<file path="config.mk">
export PLATFORM = sky130hd
export DESIGN_NAME = gpio_edge_irq
export DESIGN_NICKNAME = d
export VERILOG_FILES = /design/src/rtl/gei_pkg.sv /design/src/rtl/gei_ctrl.sv /design/src/rtl/gei_edge_sync.sv /design/src/rtl/gei_datapath.sv /design/src/rtl/gpio_edge_irq.sv
export SDC_FILE = /design/constraint.sdc
export NUM_CORES = 1
export LEC_CHECK = 0
export ABC_AREA = 0
export CAP_MARGIN = 20
export CORE_MARGIN = 3
export CORE_UTILIZATION = 35
export CTS_BUF_LIST = sky130_fd_sc_hd__clkbuf_8
export CTS_CLUSTER_DIAMETER = 200
export DETAILED_ROUTE_END_ITERATION = 10
export DONT_BUFFER_PORTS = 1
export PLACE_DENSITY = 0.56
export SETUP_SLACK_MARGIN = 0.4
export SLEW_MARGIN = 0
export SYNTH_ARGS = -nofsm -noshare
export SYNTH_HDL_FRONTEND = slang
export SYNTH_SLANG_ARGS = --single-unit
</file>
<file path="constraint.sdc">
create_clock -name clk -period 1.35 [get_ports clk]
set_input_delay 0.0675 -clock clk [delete_from_list [all_inputs] [get_ports clk]]
set_output_delay 0.0675 -clock clk [all_outputs]
set_load 0.01 [all_outputs]
</file>
<file path="src/rtl/gei_pkg.sv">
package gei_pkg;
  // Width of the port-number field carried in the bus strobe.
  localparam int PORT_IDX_W = 4;
  // Low-nibble offsets of the per-port registers.
  localparam int EN_OFS   = 5;
  localparam int SEL_OFS  = 6;
  localparam int FLAG_OFS = 7;

  typedef enum logic [1:0] {RK_NONE, RK_EN, RK_SEL, RK_FLAG} regKind_e;

  typedef struct packed {
    logic                  we;
    regKind_e              kind;
    logic [PORT_IDX_W-1:0] port;
  } busStrb_t;
endpackage

</file>
<file path="src/rtl/gei_ctrl.sv">
module gei_ctrl
  import gei_pkg::*;
#(
  parameter int NPORT  = 2,
  parameter int ADDR_W = 8
) (
  input  logic [ADDR_W-1:0] busAddr,
  input  logic              busWe,
  output busStrb_t          strb
);
  localparam int OFS_W = 4;
  localparam int SEL_W = ADDR_W - OFS_W;

  logic [OFS_W-1:0] ofs;
  logic [SEL_W-1:0] portSel;

  assign ofs     = busAddr[OFS_W-1:0];
  assign portSel = busAddr[ADDR_W-1:OFS_W];

  always_comb begin
    strb.port = PORT_IDX_W'(portSel);
    strb.kind = RK_NONE;
    if (int'(portSel) < NPORT) begin
      case (ofs)
        OFS_W'(EN_OFS):   strb.kind = RK_EN;
        OFS_W'(SEL_OFS):  strb.kind = RK_SEL;
        OFS_W'(FLAG_OFS): strb.kind = RK_FLAG;
        default:          strb.kind = RK_NONE;
      endcase
    end
    strb.we = busWe && (strb.kind != RK_NONE);
  end
endmodule

</file>
<file path="src/rtl/gei_edge_sync.sv">
module gei_edge_sync #(
  parameter int W      = 8,
  parameter int STAGES = 2
) (
  input  logic         clk,
  input  logic         rstN,
  input  logic [W-1:0] pinRaw,
  input  logic [W-1:0] fallSel,
  output logic [W-1:0] edgeHit
);
  localparam int LAST = STAGES - 1;

  logic [W-1:0] stageQ [STAGES];
  logic [W-1:0] prevQ;
  logic [W-1:0] rise;
  logic [W-1:0] fall;

  always_ff @(posedge clk or negedge rstN) begin
    if (!rstN) begin
      for (int i = 0; i < STAGES; i++) stageQ[i] <= '0;
      prevQ <= '0;
    end else begin
      stageQ[0] <= pinRaw;
      for (int i = 1; i < STAGES; i++) stageQ[i] <= stageQ[i-1];
      prevQ <= stageQ[LAST];
    end
  end

  assign rise    = stageQ[LAST] & ~prevQ;
  assign fall    = ~stageQ[LAST] & prevQ;
  assign edgeHit = (fallSel & fall) | (~fallSel & rise);
endmodule

</file>
<file path="src/rtl/gei_datapath.sv">
module gei_datapath
  import gei_pkg::*;
#(
  parameter int NPORT       = 2,
  parameter int PW          = 8,
  parameter int SYNC_STAGES = 2
) (
  input  logic                clk,
  input  logic                rstN,
  input  logic [NPORT*PW-1:0] pinIn,
  input  logic [PW-1:0]       busWdata,
  input  busStrb_t            strb,
  output logic [PW-1:0]       rdData,
  output logic [NPORT-1:0]    irqReq,
  output logic [NPORT*PW-1:0] flagAll,
  output logic [NPORT*PW-1:0] enAll
);
  logic [NPORT*PW-1:0] selAll;

  for (genvar p = 0; p < NPORT; p++) begin : g_port
    logic [PW-1:0] enQ, selQ, flagQ, hit, clr;
    logic          wrHit;

    assign wrHit = strb.we && (strb.port == PORT_IDX_W'(p));

    gei_edge_sync #(.W(PW), .STAGES(SYNC_STAGES)) u_edge (
      .clk     (clk),
      .rstN    (rstN),
      .pinRaw  (pinIn[p*PW +: PW]),
      .fallSel (selQ),
      .edgeHit (hit)
    );

    assign clr = (wrHit && strb.kind == RK_FLAG) ? busWdata : '0;

    always_ff @(posedge clk or negedge rstN) begin
      if (!rstN) begin
        enQ   <= '0;
        selQ  <= '0;
        flagQ <= '0;
      end else begin
        if (wrHit && strb.kind == RK_EN)  enQ  <= busWdata;
        if (wrHit && strb.kind == RK_SEL) selQ <= busWdata;
        // a fresh edge outranks a same-cycle clear
        flagQ <= (flagQ & ~clr) | (hit & enQ);
      end
    end

    assign irqReq[p]           = |(flagQ & enQ);
    assign flagAll[p*PW +: PW] = flagQ;
    assign enAll[p*PW +: PW]   = enQ;
    assign selAll[p*PW +: PW]  = selQ;
  end

  always_comb begin
    rdData = '0;
    for (int p = 0; p < NPORT; p++) begin
      if (strb.port == PORT_IDX_W'(p)) begin
        case (strb.kind)
          RK_EN:   rdData = enAll[p*PW +: PW];
          RK_SEL:  rdData = selAll[p*PW +: PW];
          RK_FLAG: rdData = flagAll[p*PW +: PW];
          default: rdData = '0;
        endcase
      end
    end
  end
endmodule

</file>
<file path="src/rtl/gpio_edge_irq.sv">
module gpio_edge_irq
  import gei_pkg::*;
#(
  parameter int NPORT       = 2,
  parameter int PW          = 8,
  parameter int ADDR_W      = 8,
  parameter int SYNC_STAGES = 2
) (
  input  logic                clk,
  input  logic                rstN,
  input  logic [NPORT*PW-1:0] pinIn,
  input  logic [ADDR_W-1:0]   busAddr,
  input  logic                busWe,
  input  logic [PW-1:0]       busWdata,
  output logic [PW-1:0]       busRdata,
  output logic [NPORT-1:0]    irqReq
);
  busStrb_t            strb;
  logic [NPORT*PW-1:0] flagAll;
  logic [NPORT*PW-1:0] enAll;

  gei_ctrl #(.NPORT(NPORT), .ADDR_W(ADDR_W)) u_ctrl (
    .busAddr (busAddr),
    .busWe   (busWe),
    .strb    (strb)
  );

  gei_datapath #(.NPORT(NPORT), .PW(PW), .SYNC_STAGES(SYNC_STAGES)) u_dp (
    .clk      (clk),
    .rstN     (rstN),
    .pinIn    (pinIn),
    .busWdata (busWdata),
    .strb     (strb),
    .rdData   (busRdata),
    .irqReq   (irqReq),
    .flagAll  (flagAll),
    .enAll    (enAll)
  );
endmodule

</file>
==> results of run 1 <==
[sequential cells by signal, summed over array words and instances, names as in the netlist]
register / count
u_dp.g_port.u_edge.stageQ: 32
u_dp.g_port.enQ: 16
u_dp.g_port.selQ: 16
u_dp.g_port.flagQ: 16
u_dp.g_port.u_edge.prevQ: 16
[cells in the mapped netlist]
| master | n | area, sq um |
|---|---|---|
| clkbuf_1 | 1 | 3.750 |
| and4_1 | 2 | 17.52 |
| nand4_1 | 2 | 12.51 |
| a21oi_1 | 8 | 40.04 |
| a311o_1 | 2 | 20.02 |
| dfrtp_1 | 96 | 2402 |
| a221oi_1 | 9 | 78.83 |
| o22ai_1 | 16 | 100.1 |
| buf_4 | 1 | 7.510 |
| a221o_1 | 16 | 160.2 |
| buf_2 | 6 | 30.03 |
| nand4b_1 | 2 | 17.52 |
| o211ai_2 | 1 | 12.51 |
| inv_1 | 2 | 7.510 |
| and2_1 | 2 | 12.51 |
| nor2b_1 | 21 | 131.4 |
| nor3_1 | 2 | 10.01 |
| a2111oi_0 | 4 | 35.03 |
| nor3_4 | 1 | 16.27 |
| nor4_1 | 1 | 6.260 |
| nand2_1 | 17 | 63.81 |
| mux2_2 | 41 | 461.7 |
| and3b_1 | 1 | 8.760 |
| a211oi_1 | 1 | 7.510 |
| mux2i_1 | 4 | 40.04 |
| nand4_2 | 4 | 50.05 |
| a22oi_1 | 8 | 60.06 |
| nand2b_1 | 19 | 118.9 |
[critical path: stages, from the launching register on]
cell,delay [ps]
dfrtp_1,380
mux2_2,280
a221oi_2,280
nor3_2,60
buf_4,140
[path summary, 6_finish.rpt]
path	from	to	slack, ps	cells past startpoint
max	u_dp.g_port[1].flagQ[3]	busRdata[3]	-220	4
min	rstN	u_dp.g_port[1].selQ[0]	-610	0
max reg2reg	u_dp.g_port[1].flagQ[5]	u_dp.g_port[1].flagQ[5]	110	5
min reg2reg	u_dp.g_port[1].u_edge.stageQ[10]	u_dp.g_port[1].u_edge.stageQ[2]	350	0
max in group asynchronous	rstN	u_dp.g_port[1].flagQ[3]	1770	0
min in group clk	busAddr[0]	u_dp.g_port[0].flagQ[0]	80	3
[cell type report]
cell class | count | area (sq um)
fill | 966 | 5463
sequential | 96 | 2402
multi-input combinational | 184 | 1878
timing repair buffer | 85 | 789.5
tap | 140 | 175.2
clock buffer | 11 | 151.4
clock inverter | 4 | 21.27
inverter | 2 | 7.507
[metal layers]
layer,global-route usage,vias to the layer above,wire length (um)
li1,-,1282,-
met1,0.2211,1459,4519
met2,0.2518,60,4748
met3,0.05598,7,535
met4,0.03446,0,91
met5,0,-,0
[where the power goes]
| part | internal, uW | leakage (uW) | switching, uW |
|---|---|---|---|
| Combinational | 306 | 0.00111 | 224 |
| Sequential | 2990 | 0.00114 | 86.4 |
| Clock | 749 | 0.0000924 | 985 |
| Total | 4050 | 0.00234 | 1300 |
[cell families after synthesis]
kind of cell | after synthesis | share of synthesized area
simple gates | 74 | 0.1184
flops | 96 | 0.6109
buf+inv | 10 | 0.01241
mux | 45 | 0.1276
compound gates | 65 | 0.1308
[per-stage QoR]
step,setup WS [ps],std cells,hold WS [ps]
2_1_floorplan,165.9,290,-228.1
5_1_grt,-307.8,522,-649.0
3_5_place_dp,24.63,451,-225.1
3_3_place_gp,25.01,451,-225.5
6_report,-216.5,522,-613.8
4_1_cts,-225.0,517,-626.6
[timing repair]
action,in CTS,in global routing
setup endpoints to repair,26,30
hold endpoints to repair,160,96
resized for setup,52,26
pin swaps,30,12
buffers inserted,27,5
==> qor.csv, run 1 <==
metric;value;unit
area of the mapped netlist;0.003933;sq mm
Req. time, crit path;1280;ps
power density cells;984.8;mW/mm^2
failing checks;hold timing, setup timing;
DR vias/cell;5.379;
layout cells sized above 1;0.4476;
CP Launch Type;register;
Setup CP Type;reg2out;
Max Fclk;638.4;MHz
ANT nets after route;0;
antenna violations before repair;0;
Core Area;0.01089;sq mm
final instance area;0.005425;sq mm
peak supply drop;835.6;uV
CTS Buffer Depth;2;
Area growth syn-to-layout;37.96;%
die area;0.01254;sq mm
routability cong.;0.7626;
Seq/Total Area, Yosys;0.6109;
Leakage;0.002338;uW
Die Y;112;um
detailed-route wire length per cell;18.95;um
largest net degree at the start of global routing;97;
status;finished with violations;
Final WS setup;-216.5;ps
Clock transition at path regs;90;ps
Synth Instances;290;
max-capacitance violation count;0;
clk root buf;clkbuf_8;
CTS buffer count;9;
clock sinks;96;
H-tree Lvls;3;
Post-Syn Area per Cell;13.56;sq um
placed inst area;0.004415;sq mm
TritonCTS clock tree;yes;
Die X;112;um
Pre-antenna DRT Iters;4;
Slew @ Worst Pin;706.1;ps
Setup violations, final;10;
worst hold slack;-613.8;ps
Iter 0 DRT Violations;183;
Total Routing Usage GR;0.1617;
number of global-route vias before repair;2862;
Final min period;1566;ps
Distinct cells, synth;28;
Fin. Hold Viols;96;
Final Slew Violations;0;
unrepaired setup endpoints after global routing;true;
Final HPWL DP;6.191;mm
first-pass GRT wire length;15.77;mm
global route overflow;0;
slew margin rel.;0.5283;
Setup TNS;-1559;ps
Crit. End Element;primary output;
clk_skew;6.585;ps
hold buffers post-CTS;24;
total power;5342;uW
commonest cells after routing, fill and taps aside;dfrtp_1 (96), buf_4 (39), dlygate4sd3_1 (24);
worst-skew pair later-pin latency;370;ps
nets@finish;413;
Port-buffer cells;0;
CP max FO;2;
Warnings, synthesis;0;
most common cell after layout, fill and taps aside;dfrtp_1;
WL final;9.894;mm
crit path DAT;1500;ps
worst min path class;in2async;
Via Count;2808;
Layout Utilization;0.4983;
Final Cycle Share;1.160;
DRC violations left;0;
Yosys reg bits;96;
Ant. Diodes;0;
FP Rows;38;
IO Pins;45;
Mapped Nets;325;
Initial Util;0.3612;
(Power assumes the default switching activity.)
==> run 2, diff against run 1 <==
Clock period 1.35 ns to 2 ns, I/O delays scaled along.
==> run 2 against run 1 <==
Compared with the run above:
- worst hold slack better by 33 ps
- the run ends with hold timing left
- power is 33% lower
- final cell count decreased by 8.0%
- via count fell by 8.9%
- sequential cell count is the same
- clock skew grew 3.9 ps
- count of clock-buffer cells in the layout unchanged
- critical path type unchanged
- sequential power shrank 32%
- critical path depth shrank 1
- routed wire length down 11%
- non-clock buffer count down 41
- die area unchanged
==> qor.csv, run 2 (synthesis gave the netlist of run 1 again) <==
metric;value;unit;change
Final Cycle Share;0.8059;;
worst hold slack;-580.5;ps;+33.35 ps
Area growth syn-to-layout;21.29;%;
Slew @ Worst Pin;594.7;ps;-111.4 ps
status;finished with violations;;
slew margin rel.;0.6027;;+0.07441
Final Slew Violations;0;;unchanged
Core Area;0.01089;sq mm;unchanged
unrepaired setup endpoints after global routing;true;;
DRC violations left;0;;unchanged
Setup violations, final;0;;-10
Pre-antenna DRT Iters;4;;unchanged
CTS buffer count;9;;unchanged
Via Count;2558;;-8.9%
IO Pins;45;;unchanged
Req. time, crit path;1900;ps;+620 ps
Clock transition at path regs;90;ps;about the same
r2r worst-path depth;5;;unchanged
worst min path class;in2async;;
Total Routing Usage GR;0.1460;;-0.01566
detailed-route wire length per cell;18.39;um;-3.0%
peak supply drop;400.1;uV;-52%
Ant. Diodes;0;;unchanged
routability cong.;0.7739;;+1.5%
CP Launch Type;register;;
Max Fclk;620.5;MHz;
layout cells sized above 1;0.2824;;-0.1653
largest net degree at the start of global routing;97;;unchanged
Reg2Reg Setup Slack;780;ps;+670 ps
max-capacitance violation count;0;;unchanged
clk root buf;clkbuf_8;;
Leakage;0.001978;uW;-15%
max reg flops;32;;unchanged
nets@finish;372;;-9.9%
Setup TNS;0;ps;+1559 ps
CTS Buffer Depth;2;;unchanged
TritonCTS clock tree;yes;;
number of global-route vias before repair;2626;;-8.2%
die area;0.01254;sq mm;unchanged
H-tree Lvls;3;;unchanged
worst-skew pair later-pin latency;370;ps;about the same
Crit. End Element;primary output;;
hold buffers post-CTS;24;;unchanged
global route overflow;0;;unchanged
Initial Util;0.3612;;unchanged
FP Rows;38;;unchanged
DR vias/cell;5.329;;-0.93%
Final min period;1612;ps;
Crit path largest cell delay;420;ps;+40 ps
Final HPWL DP;5.532;mm;-11%
antenna violations before repair;0;;unchanged
Fin. Hold Viols;96;;unchanged
Iter 0 DRT Violations;144;;-21%
CP max FO;4;;+2
power density cells;755.8;mW/mm^2;-23%
Reg2Reg Launch Point;u_dp.g_port[0].selQ[6];;
r2r endpoint;u_dp.g_port[0].flagQ[6];;
Layout Utilization;0.4381;;-0.06022
Critical path origin;u_dp.g_port[1].enQ[1];;
Port-buffer cells;0;;unchanged
most common cell after layout, fill and taps aside;dfrtp_1;;
WL final;8.826;mm;-11%
first-pass GRT wire length;14.22;mm;-9.8%
Reg with most FFs;u_dp.g_port.u_edge.stageQ;;
failing checks;hold timing;;
Final WS setup;388.3;ps;+604.7 ps
Setup CP Type;reg2out;;
ANT nets after route;0;;unchanged
commonest cells after routing, fill and taps aside;dfrtp_1 (94), mux2_2 (40), dlygate4sd3_1 (24);;
Die X;112;um;unchanged
Die Y;112;um;unchanged
crit path DAT;1510;ps;about the same
clk_skew;10.46;ps;+3.879 ps
Placement Setup Slack;252.8;ps;+228.2 ps
CP Cell Sequence;a221oi_1 -> a2111oi_2 -> buf_4;;
total power;3605;uW;-33%
clock sinks;96;;unchanged
crit path max-delay cell type;a2111oi_2;;
==> run 2: cell types whose count changed in the layout (fill, tap and decap cells not counted), sizes merged <==
| cell | change |
|---|---|
| buf | -41 |
| bufinv | +1 |
| clkinv | -1 |
| inv | -1 |
==> run 2: routing by layer <==
metal,up-vias,GRT usage,wire length [um]
met4,0,0.04728,130
li1,1195,-,-
met2,57,0.2234,4212
met1,1297,0.1992,3971
met5,-,0,0
met3,9,0.04565,511
==> run 2: through the flow <==
stage	cell area, sq um	cells
final	4770	480
after global routing	4770	480
after CTS	4614	469
after detailed placement	4111	428
after global placement	4111	428
after floorplan	3933	290
==> run 2: final cells by class <==
cell class | instances | area [sq um]
Clock inverter | 3 | 42.54
Timing Repair Buffer | 44 | 390.4
Sequential cell | 96 | 2405
Multi-Input combinational cell | 184 | 1598
Tap cell | 140 | 175.2
Fill cell | 1005 | 6118
Clock buffer | 11 | 151.4
Inverter | 2 | 7.507
==> run 2: worst max path at each step <==
stage                   to  slack, ps  cells after the start
6_report       busRdata[1]        390                      3
2_1_floorplan  busRdata[1]        600                      3
3_3_place_gp   busRdata[2]        330                      4
5_1_grt        busRdata[4]        310                      4
4_1_cts        busRdata[4]        350                      3
3_5_place_dp   busRdata[4]        250                      4
==> run 2: worst max-delay path: cells and delay by family (launching register included) <==
kind	cells	cell delay, ps
AOI/OAI and AO/OA	2	550
DFF	1	410
buffers and inverters	1	190
==> run 2: where the power goes <==
group / total, uW / switching [uW] / internal (uW)
Combinational: 261 / 115 / 146
Clock: 1270 / 638 / 631
Sequential: 2080 / 55.8 / 2020
Total: 3600 / 808 / 2800
==> run 2: timing repair <==
| item | CTS | global route |
|---|---|---|
| setup endpoints to repair | 8 | 8 |
| resized for setup | 12 | 12 |
| pin swaps | 3 | 6 |
| endpoints found under the hold margin | 160 | 96 |
| setup buffers | 3 | 11 |
==> run 3, diff against run 2 <==
Settings changed: ABC_AREA 0 to 1.
Clock period 2 ns to 1.5 ns, I/O delays scaled along.
==> run 3 against run 2 <==
Compared with the run above:
- the flow still finishes with violations (hold timing)
- combinational power is 33% higher
- routed wire length is 16% higher
- non-clock buffer count is 20 higher
- core utilization is 1.4 points higher
- clock power is 28% higher
- critical path type unchanged
==> qor.csv, run 3 <==
metric;value;unit;change
die area;0.01319;sq mm;+5.1%
peak supply drop;649.1;uV;+62%
commonest cells after routing, fill and taps aside;dfrtp_1 (95), nand2_1 (78), inv_1 (49);;
Crit. End Element;primary output;;
Reg2Reg Launch Point;u_dp.g_port[0].flagQ[0];;
total power;4737;uW;+31%
Req. time, crit path;1420;ps;-480 ps
Multi-input gate area;0.001653;sq mm;+3.4%
Max Fclk;737.7;MHz;
DR vias/cell;5.066;;-4.9%
TritonCTS clock tree;yes;;
number of global-route vias before repair;3192;;+22%
Synth Instances;429;;+48%
first-pass GRT wire length;16.33;mm;+15%
Ant. Diodes;0;;unchanged
clk root buf;clkbuf_8;;
largest net degree at the start of global routing;97;;unchanged
worst min path class;in2async;;
Warnings, synthesis;0;;unchanged
status;finished with violations;;
failing checks;hold timing;;
Cell Count, Final, Fillers Out;641;;+34%
Core Area;0.01152;sq mm;+5.8%
most common cell after layout, fill and taps aside;dfrtp_1;;
slew margin rel.;0.5851;;-0.01763
power density cells;910.0;mW/mm^2;+20%
max-capacitance violation count;0;;unchanged
most common cell in the synthesized netlist;dfrtp_1;;
Total Routing Usage GR;0.1596;;+0.01351
WL final;10.26;mm;+16%
hold buffers post-CTS;23;;-4.2%
Post-synth ARST share;1.000;;unchanged
Area growth syn-to-layout;25.53;%;
Iter 0 DRT Violations;227;;+58%
CTS Buffer Depth;2;;unchanged
Via Count;3247;;+27%
routability cong.;0.8609;;+11%
clk_skew;9.454;ps;-1.010 ps
worst hold slack;-603.5;ps;-23.07 ps
clock sinks;96;;unchanged
ANT nets after route;0;;unchanged
Port-buffer cells;0;;unchanged
unrepaired setup endpoints after global routing;true;;
antenna violations before repair;0;;unchanged
Final HPWL DP;6.375;mm;+15%
r2r endpoint;u_dp.g_port[0].flagQ[0];;
Post-Syn Area per Cell;9.665;sq um;-29%
Slew @ Worst Pin;621.7;ps;+26.99 ps
area of the mapped netlist;0.004146;sq mm;+5.4%
Setup CP Type;reg2out;;
Clock transition at path regs;90;ps;about the same
Yosys top cell by area;dfrtp_1;;
Pre-antenna DRT Iters;5;;+1
Setup TNS;0;ps;unchanged
top_reg_cell synth;dfrtp_1;;
most frequent cells after synthesis;dfrtp_1 (96), nand2_1 (95), nand3_1 (57), inv_1 (49), o21ai_1 (32);;
worst-skew pair later-pin latency;360;ps;about the same
Die X;114.8;um;+2.5%
CP max FO;4;;unchanged
Final min period;1356;ps;
Yosys reg bits;96;;unchanged
Reg with most FFs;u_dp.g_port.u_edge.stageQ;;
Final Slew Violations;0;;unchanged
top post-synthesis cells by area;dfrtp_1 (58%), nand2_1 (8.6%), nand3_1 (6.9%);;
Initial Util;0.3601;;-0.001121
nets@finish;528;;+42%
number of synthesized flops with an enable pin;0;;unchanged
register area;0.002404;sq mm;about the same
max reg flops;32;;unchanged
Final Cycle Share;0.9038;;
Fin. Hold Viols;96;;unchanged
DRC violations left;0;;unchanged
final instance area;0.005205;sq mm;+9.1%
Yosys top cell area share;0.5794;;-0.03152
Die Y;114.8;um;+2.5%
layout cells sized above 1;0.2229;;-0.05946
Mapped Nets;464;;+43%
detailed-route wire length per cell;16.00;um;-13%
CTS buffer count;9;;unchanged
dpl cells;568;;+33%
Reg2Reg Setup Slack;530;ps;-250 ps
Seq/Total Area, Yosys;0.5794;;-0.03152
IO Pins;45;;unchanged
placed inst area;0.004327;sq mm;+5.2%
Setup violations, final;0;;unchanged
r2r worst-path depth;5;;unchanged
FP Rows;39;;+2.6%
CP Launch Type;register;;
Leakage;0.002418;uW;+22%
Distinct cells, synth;25;;-11%
filler instances;1083;;+7.8%
H-tree Lvls;3;;unchanged
global route overflow;0;;unchanged
crit path DAT;1280;ps;-230 ps
## run 3: worst max-delay path by stage
stage	start	to	slack, ps	depth (start not counted)
2_1_floorplan	busAddr[3]	busRdata[1]	450	7
3_3_place_gp	busAddr[7]	busRdata[5]	230	10
5_1_grt	u_dp.g_port[1].enQ[5]	irqReq[1]	50	4
3_5_place_dp	busAddr[3]	u_dp.g_port[0].flagQ[4]	200	7
6_report	u_dp.g_port[1].enQ[5]	busRdata[5]	140	5
4_1_cts	u_dp.g_port[1].enQ[3]	irqReq[1]	160	4
## run 3: per-layer routing
layer	track usage	wire [um]
met5	0	0
met4	0.05634	231
met3	0.05000	641
met2	0.2427	4689
met1	0.2157	4698
## run 3: stage by stage
stage / setup WS [ps] / util
5_1_grt: 53.67 / 0.4520
4_1_cts: 162.0 / 0.4386
6_report: 144.3 / 0.4520
2_1_floorplan: 445.9 / -
3_3_place_gp: 232.9 / 0.3757
3_5_place_dp: 196.4 / 0.3757
## run 3: cell type report
type / count / area share
Sequential cell: 96 / 0.4618
Multi-Input combinational cell: 272 / 0.3175
Timing Repair Buffer: 64 / 0.1132
Inverter: 50 / 0.03606
Tap cell: 143 / 0.03438
Clock buffer: 12 / 0.03173
Clock inverter: 4 / 0.005288
## run 3: cell families after synthesis
kind of cell           share of synthesized area
buffers and inverters                    0.06367
AO/OA/AOI/OAI                             0.1147
flip-flops                                0.5794
AND/OR/NAND/NOR                           0.2423
## run 3: report_power, final
group / total [uW] / switching [uW] / internal, uW
sequential: 2760 / 69.7 / 2690
combinational: 346 / 183 / 163
clock: 1630 / 888 / 740
## run 3: critical path, cell delays in order (launching register included)
cell and delay [ps]:
dfrtp_1 420, buf_4 140, nand3_2 80, nand3_2 110, nand2_1 70, nand2_2 120
## run 3: repair_timing
item,CTS,global route
endpoints found under the hold margin,131,96
resized for setup,29,22
pin swaps,23,23
endpoints found under the setup margin,10,10
buffers inserted,25,9
